**config.mk**
```make
export PLATFORM = sky130hd
export DESIGN_NAME = pp_dma_chan
export DESIGN_NICKNAME = d
export VERILOG_FILES = /design/src/rtl/pp_dma_chan.sv
export SDC_FILE = /design/constraint.sdc
export NUM_CORES = 1
export LEC_CHECK = 0
export ABC_CLOCK_PERIOD_IN_PS = 4400
export BUFFER_PORTS_ARGS = -buffer_cell sky130_fd_sc_hd__buf_2
export CAP_MARGIN = 20
export CORE_ASPECT_RATIO = 0.5
export CORE_UTILIZATION = 25
export DETAILED_ROUTE_END_ITERATION = 7
export GPL_TIMING_DRIVEN = 0
export PLACE_DENSITY = 0.54
export SYNTH_ARGS = -nofsm -noshare
export SYNTH_HDL_FRONTEND = slang
export SYNTH_SLANG_ARGS = --single-unit
```
**constraint.sdc**
```tcl
create_clock -name clk -period 4.4 [get_ports clk]
set_clock_uncertainty 0.2 [all_clocks]
set_input_delay 0.44 -clock clk [delete_from_list [all_inputs] [get_ports clk]]
set_output_delay 0.44 -clock clk [all_outputs]
set_load 0.03 [all_outputs]
```
**src/rtl/pp_dma_chan.sv**
```systemverilog
module pp_dma_chan #(
  parameter int CNT_W = 13
) (
  input  logic        clk,
  input  logic        rst_n,
  input  logic        reg_we,
  input  logic [4:0]  reg_addr,
  input  logic [31:0] reg_wdata,
  output logic [31:0] reg_rdata,
  input  logic [15:0] per_req,
  output logic [31:0] per_addr,
  output logic        mem_req,
  output logic        mem_write,
  output logic [31:0] mem_addr,
  output logic [4:0]  mem_len,
  input  logic        mem_ack,
  input  logic        mem_err,
  output logic        irq
);
  localparam logic [4:0] OFS_CFG = 5'h00, OFS_SET = 5'h04, OFS_CLR = 5'h08, OFS_STAT = 5'h0C;
  localparam logic [4:0] OFS_BASE0 = 5'h10, OFS_CNT0 = 5'h14, OFS_BASE1 = 5'h18, OFS_CNT1 = 5'h1C;

  logic [31:0]            cfg_q;
  logic [1:0][31:0]       base_q;
  logic [1:0][CNT_W-1:0]  cnt_q;
  logic                   run_q, ie_q, err_q, biu_q, busy_q, req_buf_q;
  logic [1:0]             done_q, strt_q;
  logic [31:0]            req_addr_q;
  logic [4:0]             req_len_q;

  logic [4:0]       burst;
  logic [CNT_W-1:0] act_cnt, left_cnt;
  logic [4:0]       issue_len;
  logic             can_go, issue, zero_done, idle_swap, sel_req;
  logic [7:0]       stat;

  assign burst     = cfg_q[3] ? (cfg_q[2] ? 5'd16 : 5'd8) : (cfg_q[2] ? 5'd8 : 5'd4);
  assign act_cnt   = cnt_q[biu_q];
  assign issue_len = (act_cnt < CNT_W'(burst)) ? act_cnt[4:0] : burst;
  assign sel_req   = per_req[cfg_q[7:4]];
  assign can_go    = !busy_q && run_q && strt_q[biu_q];
  assign issue     = can_go && (act_cnt != '0) && sel_req;
  assign zero_done = can_go && (act_cnt == '0);
  assign idle_swap = !busy_q && !strt_q[biu_q] && strt_q[~biu_q];
  assign left_cnt  = (cnt_q[req_buf_q] > CNT_W'(req_len_q)) ?
                     cnt_q[req_buf_q] - CNT_W'(req_len_q) : '0;

  assign stat      = {biu_q, strt_q[1], done_q[1], strt_q[0], done_q[0], err_q, ie_q, run_q};
  assign irq       = ie_q & (err_q | done_q[0] | done_q[1]);
  assign per_addr  = {cfg_q[31:28], 6'b0, cfg_q[27:8], 2'b0};
  assign mem_req   = busy_q;
  assign mem_write = cfg_q[0];
  assign mem_addr  = req_addr_q;
  assign mem_len   = req_len_q;

  always_comb begin
    case (reg_addr)
      OFS_CFG:   reg_rdata = cfg_q;
      OFS_STAT:  reg_rdata = {24'b0, stat};
      OFS_BASE0: reg_rdata = base_q[0];
      OFS_CNT0:  reg_rdata = 32'(cnt_q[0]);
      OFS_BASE1: reg_rdata = base_q[1];
      OFS_CNT1:  reg_rdata = 32'(cnt_q[1]);
      default:   reg_rdata = '0;
    endcase
  end

  always_ff @(posedge clk or negedge rst_n) begin
    if (!rst_n) begin
      cfg_q <= '0; base_q <= '0; cnt_q <= '0;
      run_q <= 1'b0; ie_q <= 1'b0; err_q <= 1'b0; biu_q <= 1'b0;
      done_q <= '0; strt_q <= '0; busy_q <= 1'b0; req_buf_q <= 1'b0;
      req_addr_q <= '0; req_len_q <= '0;
    end else begin
      if (issue) begin
        busy_q     <= 1'b1;
        req_addr_q <= base_q[biu_q];
        req_len_q  <= issue_len;
        req_buf_q  <= biu_q;
      end
      if (zero_done) begin
        done_q[biu_q] <= 1'b1;
        strt_q[biu_q] <= 1'b0;
        if (strt_q[~biu_q]) biu_q <= ~biu_q;
      end
      if (idle_swap) biu_q <= ~biu_q;
      if (busy_q && mem_ack) begin
        busy_q <= 1'b0;
        if (mem_err) begin
          err_q <= 1'b1;
          run_q <= 1'b0;
        end else begin
          base_q[req_buf_q] <= base_q[req_buf_q] + 32'(req_len_q);
          cnt_q[req_buf_q]  <= left_cnt;
          if (left_cnt == '0) begin
            done_q[req_buf_q] <= 1'b1;
            strt_q[req_buf_q] <= 1'b0;
            if (strt_q[~req_buf_q]) biu_q <= ~req_buf_q;
          end
        end
      end
      if (reg_we) begin
        case (reg_addr)
          OFS_CFG: cfg_q <= reg_wdata;
          OFS_SET: begin
            if (reg_wdata[0]) run_q     <= 1'b1;
            if (reg_wdata[1]) ie_q      <= 1'b1;
            if (reg_wdata[4]) strt_q[0] <= 1'b1;
            if (reg_wdata[6]) strt_q[1] <= 1'b1;
          end
          OFS_CLR: begin
            if (reg_wdata[0]) run_q     <= 1'b0;
            if (reg_wdata[1]) ie_q      <= 1'b0;
            if (reg_wdata[2]) err_q     <= 1'b0;
            if (reg_wdata[3]) done_q[0] <= 1'b0;
            if (reg_wdata[4]) strt_q[0] <= 1'b0;
            if (reg_wdata[5]) done_q[1] <= 1'b0;
            if (reg_wdata[6]) strt_q[1] <= 1'b0;
          end
          OFS_BASE0: if (!strt_q[0]) base_q[0] <= {reg_wdata[31:2], 2'b00};
          OFS_CNT0:  if (!strt_q[0]) cnt_q[0]  <= reg_wdata[CNT_W-1:0];
          OFS_BASE1: if (!strt_q[1]) base_q[1] <= {reg_wdata[31:2], 2'b00};
          OFS_CNT1:  if (!strt_q[1]) cnt_q[1]  <= reg_wdata[CNT_W-1:0];
          default: ;
        endcase
      end
    end
  end
endmodule

```
=== Word level (Yosys, flattened, before mapping) ===
Index checks and enable logic that the tools add are counted.

* Bits of input ports: 58
* Output and inout bits: 104
* Word-level logic and storage cells: 153
* Register bits after elaboration: 169

* Multiplexer cells: 87
* Reductions and logical operators: 20
* $add $sub $neg: 2
* Order comparisons: 9
* Equal/unequal tests: 9
* Bitwise operators: 11

{| class="wikitable"
|+ Operators with widths
! kind !! count
|-
| $mux 32 || 9
|-
| $mux 64 || 3
|-
| $pmux 32 s6 || 1
|-
| $mux 13 || 10
|-
| $mux 26 || 3
|-
| $bwmux 64 || 1
|-
| $mux 1 || 36
|-
| $add 32x5->32 || 1
|-
| $demux 32 s1 || 1
|-
| $bwmux 26 || 1
|-
| $logic_not 13->1 || 2
|-
| $mux 2 || 11
|-
| $eq 5x5->1 const B || 4
|-
| $mux 5 || 3
|-
| $demux 13 s1 || 1
|-
| $gt 13x5->1 || 1
|-
| $lt 13x5->1 || 1
|-
| $reduce_bool 13->1 || 1
|-
| $sub 13x5->13 || 1
|-
| $eq 5x4->1 const B || 2
|-
| $logic_and 1x1->1 || 10
|-
| $lt 1x2->1 const B || 4
|-
| $eq 5x3->1 const B || 1
|-
| $logic_not 5->1 || 1
|-
| other kinds (18) || 29
|}

=== Depth between registers and ports, before layout ===
Gate-level depths: netlist of run 1.

* Word-level depth: 14
* Depth in mapped cells: 18
* Mapped depth without buffers: 12

=== Worst setup path before layout of run 1 ===
No wires, ideal clock.

* Path kind: register to register
* From: reg req_buf_q
* To: reg biu_q
* Buffers on the path: 6
* Setup time: 0.128 ns
* Required time: 4.072 ns
* Period minus slack after synthesis: 4.755 ns
* Stages on the path, launching flop included: 17
* Arrival: 4.427 ns
* Slack: -0.355 ns
* Cells stage by stage: dfrtp_1 -> buf_4 -> buf_6 -> buf_4 -> buf_2 -> buf_1 -> buf_1 -> mux2_2 -> fa_1 -> a211oi_1 -> o211ai_2 -> o311a_1 -> a211oi_1 -> and4_1 -> a41oi_2 -> nor3_2 -> mux2_1

* Cells in the longest elaborated chain, start to end: 8
* Elaborated cells between the ends (all ways): 13
* Those cells by class: add/sub: 1; order compare: 1; mux: 9; bitwise: 1; reduce/logical: 1

{| class="wikitable"
|+ RTL lines
! what !! RTL line !! text
|-
| start: declaration || 26 || <nowiki>logic run_q, ie_q, err_q, biu_q, busy_q, req_buf_q;</nowiki>
|-
| start signal: assignment || 79 || <nowiki>req_buf_q <= biu_q;</nowiki>
|-
| $mux 13 (implied by the code) (2 in series) || 45, 46 ||
|-
| $sub 13x5->13 / $gt 13x5->1 (equally long branches) || 46, 45 ||
|-
| $mux 13 || 45 || <nowiki>assign left_cnt = (cnt_q[req_buf_q] > CNT_W'(req_len_q)) ?</nowiki>
|-
| $logic_not 13->1 || 95 || <nowiki>if (left_cnt == '0) begin</nowiki>
|-
| $mux 1 * || 95 ||
|-
| $mux 1 * || 89 || <nowiki>if (mem_err) begin</nowiki>
|-
| $mux 1 * || 87 || <nowiki>if (busy_q && mem_ack) begin</nowiki>
|-
| end signal: assignment || 84 || <nowiki>if (strt_q[~biu_q]) biu_q <= ~biu_q;</nowiki>
|-
| end signal: assignment || 86 || <nowiki>if (idle_swap) biu_q <= ~biu_q;</nowiki>
|-
| end signal: assignment || 98 || <nowiki>if (strt_q[~req_buf_q]) biu_q <= ~req_buf_q;</nowiki>
|-
| end: declaration || 26 ||
|}

Every way passes the cells marked *; elsewhere a longest branch is shown, timed or not. The select of a mux whose other input is x is not followed.
A chain may end at the register's enable or synchronous reset.

=== Worst setup path after layout of run 1 ===
* From: reg req_buf_q
* To: reg base_q[62] in the netlist's numbering

* Cells in the longest elaborated chain, start to end: 10
* Elaborated cells between the ends (all ways): 14
* Those cells by class: add/sub: 1; order compare: 2; mux: 10; reduce/logical: 1

{| class="wikitable"
|+ RTL lines
! what !! RTL line !! text
|-
| parallel branches: the longest is 4 deep, another holds $add 32x5->32 || - ||
|-
| $bwmux 64 * || 93 || <nowiki>base_q[req_buf_q] <= base_q[req_buf_q] + 32'(req_len_q);</nowiki>
|-
| $mux 64 * || 89 ||
|-
| $mux 64 * || 87 ||
|-
| $mux 32 || 122 || <nowiki>OFS_BASE1: if (!strt_q[1]) base_q[1] <= {reg_wdata[31:2], 2'b00};</nowiki>
|-
| $mux 32 || 103 || <nowiki>case (reg_addr)</nowiki>
|-
| $mux 64 * || 102 || <nowiki>if (reg_we) begin</nowiki>
|-
| end signal: indexed assignment || 93 ||
|-
| end: declaration || 24 || <nowiki>logic [1:0][31:0] base_q;</nowiki>
|}

Mark *: on every way between the ends. The select of a mux whose other input is x is not followed.

==> summary.md, run 1 <==
| Metric | Value |
|---|---|
| Drt drc | 0 |
| RSZ-0062 raised after global routing | no |
| CP most frequent cell | buf_12 |
| Yosys warning total | 0 |
| Final wirelength | 40000 um |
| Num CTS Buffers | 17 |
| Vias in the first global route | 9528 |
| Setup TNS | 0 ns |
| Starting Density | 25.8% |
| Most used DFF post-synth | dfrtp_1 |
| Pwr/cell area | 636 nW/um^2 |
| Largest net degree at the start of global routing | 114 |
| I/O pin count | 162 |
| Fmax achieved | 239 MHz |
| Hold depth | 3 |
| Grt ovf | 0 |
| DIE AREA | 43200 um^2 |
| Status | finished clean |
| Pre-antenna DRT Iters | 5 |
| Sw Pwr | 0.00369 W |
| Area of the multi-input gates | 5830 um^2 |
| Clock transition at path regs | 0.08 ns |
| Part of the power in combinational logic | 47.4% |
| Yosys reg bits | 169 |
| Core Util, Final | 31.3% |
| Switch share | 45.2% |
| Element type at the critical path start | flop |
| Final critical-path required period | 4.18 ns |
| Cell Int Power | 0.00447 W |
| Number of flops mapped to enable cells by yosys | 0 |
| DR WL/cell | 20.4 um |
| Post-synthesis simple-gate area fraction | 18.0% |
| Setup crit end kind | flop |
| # port buffers | 153 |
| Slowest CP cell | a21oi_2 |
| Sequential share of power | 33.3% |
| Cell area after synthesis | 10600 um^2 |
| Drt via density | 5.02 |
| Reg-to-reg endpoint | base_q[62]$_DFF_PN0_ |
| Worst Setup SP | req_buf_q$_DFFE_PN0P_ |
| Dpl cell area | 12200 um^2 |
| Post-DP HPWL | 30200 um |
| Vias | 9865 |
| Max Cap Violations | 0 |
| Synth Area in Compound Gates | 18.1% |
| Worst Path Arrival | 4.31 ns |
| Cell row count | 52 |
| Nets | 1458 |
| Fin. Hold Viols | 0 |
| ANT nets after route | 0 |
| Die W | 293 um |
| CP cell instances | buf_4, buf_12, buf_12, buf_6, mux2_2, ha_1, fa_1, a21oi_1, o21bai_1, a21oi_2, nor2_1, and4bb_1, nand4_1, xor2_1, o21ai_1 |
| Gp weighted congestion | 0.937 |
| Maximum vdd drop | 0.288 mV |
| Register area | 4230 um^2 |
| Initial antenna violation count | 2 |
| Hold path endpoint | base_q[24]$_DFF_PN0_ |
| Distinct cells, synth | 77 |
| Post-Layout Cell Count | 1965 |
| H-tree depth | 4 |
| Worst R2R Start | req_buf_q$_DFFE_PN0P_ |
| Syn_area_per_cell | 8.83 um^2 |
| P_leak | 5.43 nW |
| WP data required | 4.52 ns |
| CP max stage delay | 0.42 ns |
| Clk root buf | clkbuf_16 |
| Crit Path Max Fanout | 19 |
| Initial DRC Count | 897 |
| Overall power | 0.00817 W |
| Ys async rst share | 100% |
| TritonCTS clock tree | done |
| Worst Tran Pin Value | 0.983 ns |
| Post-placement cell count | 1928 |
| Num Clock Sinks | 169 |
| Adder-Cell Fraction of Synth Area | 2.15% |
| Post-synthesis mux area share | 11.0% |
| Flop-to-flop setup slack | 0.22 ns |
| Reg2reg path depth | 15 |
| Final critical-path share of the clock period | 95.1% |
| Post-Synth XOR/XNOR Area | 5.04% |
| Final setup vio count | 0 |
| Sequential share of the synthesized area | 39.9% |
| HP Start | reg_wdata[24] |
| Mapped Cells | 1199 |
| Max Slew Vio Count | 0 |
| Clk Latency, worst-skew pair | 0.46 ns |
| Layout cell share with drive strength beyond 1 | 22.5% |
| Clk pwr share | 19.3% |
| Final instance area | 12800 um^2 |
| Die height | 148 um |
| Largest family of logic cells by synthesized area | compound AO/OA/AOI/OAI gates |
| Syn-to-layout area delta | 21.3% |
| Max-slew headroom | 34.2% |
| Max Buffers Root-to-Sink | 2 |
| Number of fill cells | 4375 |
| Core footprint | 41100 um^2 |
| GRT Total Usage | 18.4% |
| First-pass GRT wire length | 59500 um |
| Worst Hold Class | in2reg |
| WS Path Type | reg2reg |
## worst max path at each step
stage | to | slack (ns)
2_1_floorplan | biu_q$_DFF_PN0_ | 0.03
3_3_place_gp | biu_q$_DFF_PN0_ | -0.87
3_5_place_dp | biu_q$_DFF_PN0_ | -0.88
4_1_cts | biu_q$_DFF_PN0_ | 0.02
5_1_grt | biu_q$_DFF_PN0_ | 0.009
6_report | base_q[62]$_DFF_PN0_ | 0.22
## synthesized netlist by cell type, drive strengths merged (6+ instances only)
cell    instances  share of area (%)
nand2         194                6.9
dfrtp         169                 40
nor2          108                3.9
a21oi          97                4.7
o21ai          88                4.2
buf            54                3.3
mux2i          53                5.0
clkbuf         52                1.8
mux2           46                4.9
xor2           37                3.1
nand3          34                1.6
a22oi          25                1.8
a22o           24                2.0
xnor2          24                2.0
nor3           19                1.0
o211ai         16                1.2
ha             15                1.8
inv            14               0.50
a31oi          13               0.77
o21a           11               0.78
and3           10               0.59
nand2b          7               0.41
or2             6               0.35
## cell families (layout without fill, tap and decap cells)
family | Yosys count | after routing
AND/OR/NAND/NOR | 422 | 422
AO/OA/AOI/OAI | 305 | 305
flip-flops | 169 | 169
buffers and inverters | 120 | 310
multiplexers | 104 | 104
XOR/XNOR | 61 | 61
adder cells (fa/ha/maj) | 17 | 17
other | 1 | 10
## routing by layer
layer  routed length (um)  GRT usage [%]  up-vias
met2                19100           30.6      360
li1                     -              -     4573
met5                   13              0        -
met3                 2230           2.80       69
met4                 1290           7.12        2
met1                17400           24.1     4861
## placed cells by master (no fill, tap or decap), types with 4 or more instances in the layout
cell type,count
nand2_1,193
dfrtp_1,169
buf_2,164
nor2_1,107
a21oi_1,95
clkbuf_1,54
o21ai_0,54
mux2i_1,51
mux2_2,44
buf_4,38
xor2_1,37
nand3_1,34
o21ai_1,34
a22o_1,24
a22oi_1,24
xnor2_1,24
clkbuf_16,17
nor3_1,15
o211ai_1,15
ha_1,15
inv_1,13
a31oi_1,13
o21a_1,11
and3_1,10
conb_1,8
nand2b_1,7
nor2b_1,5
a222oi_1,5
nand3b_1,5
mux4_2,5
buf_1,4
or2_1,4
nand4_1,4
nor3_2,4
## registers in the layout, summed over array words and instances (netlist names), 2 cells and up
signal    cells
cfg_q        32
mem_len       5
cnt_q        26
mem_addr     32
done_q        2
strt_q        2
base_q       64
## worst max-delay path: cells and delay by family, from the launching register on
family,cells,cell delay (ns)
AOI/OAI and AO/OA,4,0.82
xor gates and xnor gates,1,0.20
adders and majority gates,2,0.61
buffers and inverters,4,0.72
DFF,1,0.32
muxes,1,0.34
and+or+nand+nor,3,0.82
## power groups by stage
stage / Sequential (W) / Combinational, W / Clock [W]
global placement: 0.00273 / 0.00369 / 0
global route: 0.00279 / 0.00419 / 0.00165
finish: 0.00272 / 0.00387 / 0.00157
floorplan: 0.00286 / 0.00242 / 0
detailed placement: 0.00273 / 0.00371 / 0
CTS: 0.00270 / 0.00382 / 0.00159
## area by class of cell
| class | instances | share of cell area [%] |
|---|---|---|
| Inverter | 14 | 0.409 |
| Timing Repair Buffer | 160 | 6.62 |
| Buffer | 104 | 4.43 |
| Sequential cell | 169 | 32.9 |
| Clock inverter | 13 | 1.27 |
| Multi-Input combinational cell | 917 | 45.4 |
| Tap cell | 567 | 5.52 |
| Antenna cell | 2 | 0.0390 |
| Clock buffer | 19 | 3.37 |
## what timing repair did
| item | in CTS | in global routing |
|---|---|---|
| endpoints found under the setup margin | 59 | 6 |
| pin swaps | 3 | 3 |
| endpoints found under the hold margin | 56 | 0 |
| setup buffers | 3 | 1 |
| hold buffers | 1 | 0 |
| cloned | 0 | 0 |
| gates resized for setup | 11 | 4 |
## stage by stage
| step | hold WS [ns] | worst slack, ns |
|---|---|---|
| 2_1_floorplan | -0.0556 | 0.0301 |
| 3_3_place_gp | 0.300 | -0.866 |
| 3_5_place_dp | 0.198 | -0.883 |
| 4_1_cts | 0.0297 | 0.0213 |
| 5_1_grt | 0.0389 | 0.00914 |
| 6_report | 0.0310 | 0.216 |
(Power assumes the default switching activity.)
==> run 2, diff against run 1 <==
--- a/config.mk
+++ b/config.mk
@@ -8,7 +8,7 @@
 export ABC_CLOCK_PERIOD_IN_PS = 4400
 export BUFFER_PORTS_ARGS = -buffer_cell sky130_fd_sc_hd__buf_2
 export CAP_MARGIN = 20
-export CORE_ASPECT_RATIO = 0.5
+export CORE_MARGIN = 10
 export CORE_UTILIZATION = 25
 export DETAILED_ROUTE_END_ITERATION = 7
 export GPL_TIMING_DRIVEN = 0
==> summary.md, run 2 (synthesis results as in run 1) <==
| Metric | Value |
|---|---|
| Starting Density | 25.2% |
| GRT Total Usage | 17.1% |
| Post-DP HPWL | 33400 um |
| Fmax achieved | 232 MHz |
| DR WL/cell | 22.7 um |
| Met2 routed WL | 20000 um |
| Maximum vdd drop | 0.223 mV |
| Register area | 4230 um^2 |
| Die W | 226 um |
| Final setup vio count | 0 |
| Status | finished clean |
| Clock transition at path regs | 0.07 ns |
| Crit Path Max Fanout | 10 |
| # port buffers | 153 |
| Num Clock Sinks | 169 |
| Worst Tran Pin Value | 0.957 ns |
| CP most frequent cell | buf_12 |
| TritonCTS clock tree | done |
| Syn-to-layout area delta | 21.5% |
| H-tree depth | 4 |
| Nets | 1459 |
| Most frequent cells in the layout | nand2_1, dfrtp_1, buf_2, nor2_1, a21oi_1 |
| DIE AREA | 51000 um^2 |
| Element type at the critical path start | flop |
| Core Util, Final | 30.7% |
| P_leak | 5.47 nW |
| Grt ovf | 0 |
| Worst Hold Class | in2reg |
| I/O pin count | 162 |
| Commonest non-fill, non-tap cell in the layout | nand2_1 |
| Initial DRC Count | 938 |
| Pwr/cell area | 649 nW/um^2 |
| Max Cap Violations | 0 |
| First-pass GRT wire length | 65200 um |
| Final wirelength | 43900 um |
| Cell family with most CP delay | compound AO/OA/AOI/OAI gates |
| Core footprint | 41900 um^2 |
| Largest register FFs | 64 |
| Met1 WL | 19400 um |
| CP cell instances | buf_4, buf_12, buf_8, buf_12, buf_6, mux2i_1, ha_1, inv_1, fa_2, a211oi_4, o211ai_4, o311a_1, a211oi_2, and4_1, a41oi_2, nor3_2, mux2_1 |
| Top sig layer | met4 |
| WP data required | 4.55 ns |
| Drt via density | 5.13 |
| Hold Slack | 0.0213 ns |
| Cell row count | 75 |
| RSZ-0062 raised after global routing | yes |
| Layout cell share with drive strength beyond 1 | 22.5% |
| ANT nets after route | 0 |
| Top reg by flops | base_q |
| Largest net degree at the start of global routing | 105 |
| Buf/Inv on CP | 6 |
| Drt drc | 0 |
| DR WL met3 | 3350 um |
| Fin. Hold Viols | 0 |
| Gp weighted congestion | 0.978 |
| Slowest CP cell | fa_2 |
| Clk root buf | clkbuf_16 |
| Max Buffers Root-to-Sink | 2 |
| Vias in the first global route | 10100 |
| Initial antenna violation count | 1 |
| Clk Latency, worst-skew pair | 0.48 ns |
| Final critical-path required period | 4.31 ns |
| WS Path Type | reg2reg |
| Number of fill cells | 4454 |
| Max-slew headroom | 36.2% |
| Worst Path Arrival | 4.46 ns |
| Area of the multi-input gates | 5840 um^2 |
| Die height | 226 um |
| Pre-antenna DRT Iters | 6 |
| CP max stage delay | 0.37 ns |
| Setup crit end kind | flop |
| Vias | 9928 |
| Final critical-path share of the clock period | 98.0% |
| Max Slew Vio Count | 0 |
| Num CTS Buffers | 17 |
[run 2: cell types whose count changed in the layout (fill, tap and decap cells not counted), moves of 2 or more]
cell        change
clkinvlp_4      -3
nor4b_1         +2
nor4b_2         -2
clkinv_2        +2
clkbuf_1        -2
[run 2: worst paths after layout]
kind / start / end / slack (ns) / depth (start not counted)
worst max register to register: req_buf_q$_DFFE_PN0P_ / biu_q$_DFF_PN0_ / 0.09 / 17
max in group asynchronous: rst_n / cfg_q[17]$_DFFE_PN0P_ / 2.73 / 3
worst min-delay path: reg_wdata[19] / base_q[51]$_DFF_PN0_ / 0.02 / 3
worst min register to register: mem_addr[4]$_DFFE_PN0P_ / mem_addr[4]$_DFFE_PN0P_ / 0.32 / 2
min in group asynchronous: rst_n / cfg_q[3]$_DFFE_PN0P_ / 0.43 / 2
worst max-delay path: req_buf_q$_DFFE_PN0P_ / biu_q$_DFF_PN0_ / 0.09 / 17
[run 2: final cells by class]
class	instances	share of cell area [%]
antenna	1	0.0195
buffer	105	4.54
clock buffer	18	3.41
clock inverter	14	1.43
inverter	14	0.409
multi-input combinational	917	45.4
sequential	169	32.9
tap	539	5.24
timing repair buffer	160	6.63
[run 2: power by group]
group / internal, W / leakage [nW] / switching (W) / total, W
logic: 0.00154 / 3.06 / 0.00245 / 0.00399
registers: 0.00208 / 2.10 / 0.000624 / 0.00271
clock network: 0.000923 / 0.309 / 0.000723 / 0.00165
total: 0.00455 / 5.47 / 0.00380 / 0.00834
[run 2: layer usage]
metal  vias up  track usage [%]
met1      4893             22.5
met2       396             26.9
met4         0             6.01
met3        62             4.14
met5         -                0
li1       4577                -
[run 2: what timing repair did]
action,in CTS,in global routing
gates cloned,0,0
pin swaps,5,2
gates resized for setup,17,1
hold buffers,1,0
setup endpoints to repair,79,2
endpoints found under the hold margin,103,0
buffers inserted,2,0
[run 2: tightest hold or removal path, cell delays in order]
cell and delay, ns:
buf_2 0.10, nand2_1 0.05, o21ai_1 0.06
[run 2: per-stage QoR]
step / cells / total power (W) / setup TNS [ns] / instance area, um^2 / worst slack (ns)
2_1_floorplan: 1206 / 0.00528 / 0 / 10600 / 0.0301
3_5_place_dp: 1902 / 0.00654 / -38.38 / 12100 / -1.09
4_1_cts: 1936 / 0.00834 / 0 / 12900 / 0.0510
5_1_grt: 1937 / 0.00887 / -0.0288 / 12900 / -0.0288
6_report: 1937 / 0.00834 / 0 / 12900 / 0.0865
3_3_place_gp: 1898 / 0.00649 / -69.62 / 12100 / -1.05
==> run 3, diff against run 2 <==
--- a/config.mk
+++ b/config.mk
@@ -6,13 +6,13 @@
 export NUM_CORES = 1
 export LEC_CHECK = 0
 export ABC_CLOCK_PERIOD_IN_PS = 4400
-export BUFFER_PORTS_ARGS = -buffer_cell sky130_fd_sc_hd__buf_2
 export CAP_MARGIN = 20
 export CORE_MARGIN = 10
 export CORE_UTILIZATION = 25
 export DETAILED_ROUTE_END_ITERATION = 7
+export DONT_BUFFER_PORTS = 1
 export GPL_TIMING_DRIVEN = 0
-export PLACE_DENSITY = 0.54
+export PLACE_DENSITY = 0.51
 export SYNTH_ARGS = -nofsm -noshare
 export SYNTH_HDL_FRONTEND = slang
 export SYNTH_SLANG_ARGS = --single-unit
==> summary.md, run 3 (synthesis results as in run 1) <==
| Metric | Value |
|---|---|
| Syn-to-layout area delta | 17.4% |
| Largest net degree at the start of global routing | 170 |
| Initial DRC Count | 971 |
| Worst Tran Pin Value | 1.09 ns |
| Worst Hold Class | in2async |
| Switch share | 46.1% |
| TritonCTS clock tree | done |
| Pre-antenna DRT Iters | 6 |
| Hold Slack | -0.532 ns |
| P_leak | 4.93 nW |
| Num CTS Buffers | 17 |
| Hold Buf Count CTS | 34 |
| Num Clock Sinks | 169 |
| Clk Latency, worst-skew pair | 0.47 ns |
| Largest register FFs | 64 |
| # port buffers | 0 |
| Maximum vdd drop | 0.326 mV |
| Number of fill cells | 4359 |
| Nets | 1346 |
| First-pass GRT wire length | 66300 um |
| DR WL/cell | 24.4 um |
| Fin. Hold Viols | 169 |
| Cell row count | 75 |
| Post-placement cell count | 1751 |
| Sequential share of power | 39.0% |
| ANT nets after route | 0 |
| H-tree depth | 4 |
| Post-DP HPWL | 33500 um |
| Part of the power in combinational logic | 41.7% |
| Max Cap Violations | 0 |
| Max Buffers Root-to-Sink | 2 |
| DIE AREA | 51000 um^2 |
| Max-slew headroom | 26.8% |
| Final critical-path required period | 4.27 ns |
| Final critical-path share of the clock period | 97.1% |
| Clk pwr share | 19.3% |
| Clock transition at path regs | 0.07 ns |
| Place WS | -1.05 ns |
| Die height | 226 um |
| Final wirelength | 44600 um |
| Top reg by flops | base_q |
| Crit Path Max Fanout | 10 |
| Most frequent cells in the layout | nand2_1, dfrtp_1, nor2_1, a21oi_1, o21ai_0 |
| Cell Int Power | 0.00438 W |
| Worst Path Arrival | 4.42 ns |
| Post-Layout Cell Count | 1829 |
| Reg2reg path depth | 19 |
| Commonest non-fill, non-tap cell in the layout | nand2_1 |
| Vias in the first global route | 9501 |
| WS Path Type | reg2reg |
| RSZ-0062 raised after global routing | no |
| Grt ovf | 0 |
| Clk root buf | clkbuf_16 |
| Die W | 226 um |
| GRT Total Usage | 17.6% |
| Final WS setup | 0.128 ns |
| Pwr/cell area | 653 nW/um^2 |
| Initial antenna violation count | 7 |
| Drt via density | 5.22 |
| Setup crit end kind | flop |
| Starting Density | 25.2% |
| WP data required | 4.55 ns |
| Sw Pwr | 0.00374 W |
| Core footprint | 41900 um^2 |
| Violated checks | hold timing |
| Gp weighted congestion | 0.956 |
| Core Util, Final | 29.6% |
| Fmax achieved | 234 MHz |
| Drt drc | 0 |
| I/O pin count | 162 |
| Element type at the critical path start | flop |
| Final setup vio count | 0 |
| Status | complete, but fails checks |
| Max Slew Vio Count | 0 |
| Vias | 9555 |
| Layout cell share with drive strength beyond 1 | 13.2% |
-- run 3: final timing paths --
check,end,slack (ns),start
worst min-delay path,cfg_q[0]$_DFFE_PN0P_,-0.53,rst_n
worst max register to register,biu_q$_DFF_PN0_,0.13,req_buf_q$_DFFE_PN0P_
worst min register to register,cfg_q[1]$_DFFE_PN0P_,0.31,cfg_q[1]$_DFFE_PN0P_
max in group asynchronous,base_q[51]$_DFF_PN0_,4.17,rst_n
worst max-delay path,biu_q$_DFF_PN0_,0.13,req_buf_q$_DFFE_PN0P_
min in group clk,run_q$_DFF_PN0_,0.01,mem_ack
-- run 3: metal layers --
metal  up-vias  part of all wire, %  global-route usage (%)
met2       377                   46                    27.1
met3        59                  8.7                    4.86
li1       4368                    -                       -
met5         -                0.060                       0
met4         4                  2.2                    6.12
met1      4747                   43                    23.0
-- run 3: timing repair --
action / 4_1_cts / 5_1_grt
resized for setup: 13 / 6
endpoints found under the hold margin: 295 / 169
buffers inserted: 0 / 8
setup endpoints to repair: 79 / 13
pin swaps: 1 / 8
-- run 3: per-stage QoR --
stage	area [um^2]	TNS, ns	power, W
2_1_floorplan	10600	0	0.00528
3_3_place_gp	11300	-40.27	0.00625
3_5_place_dp	11400	-34.95	0.00629
4_1_cts	12300	-0.170	0.00801
5_1_grt	12400	0	0.00865
6_report	12400	0	0.00812
-- run 3: area by class of cell --
cell class | instances | area (um^2) | area share [%]
Inverter | 14 | 52.6 | 0.423
Multi-Input combinational cell | 917 | 5840 | 47.0
Clock buffer | 19 | 443 | 3.56
Clock inverter | 13 | 144 | 1.16
Antenna cell | 6 | 15.0 | 0.121
Tap cell | 539 | 674 | 5.42
Buffer | 104 | 584 | 4.70
Sequential cell | 169 | 4230 | 34.0
Timing Repair Buffer | 48 | 448 | 3.60
-- run 3: power by group through the flow --
stage / Clock [W] / Sequential, W / Combinational [W]
after global routing: 0.00166 / 0.00328 / 0.00371
after detailed placement: 0 / 0.00321 / 0.00308
after CTS: 0.00159 / 0.00318 / 0.00324
after global placement: 0 / 0.00320 / 0.00305
final: 0.00156 / 0.00317 / 0.00338
after floorplan: 0 / 0.00286 / 0.00242
-- run 3: critical path, stage by stage, from the launching register on --
cell and delay (ns):
dfrtp_1 0.32, buf_4 0.17, buf_12 0.14, buf_8 0.15, buf_12 0.17, buf_8 0.15
mux2i_1 0.20, ha_1 0.17, inv_1 0.05, fa_2 0.37, a211oi_4 0.33, o211ai_4 0.15
buf_4 0.17, buf_4 0.13, or3_1 0.30, nand3_1 0.09, o21ai_1 0.14, a41oi_4 0.32
nor3_2 0.08, mux2_1 0.33
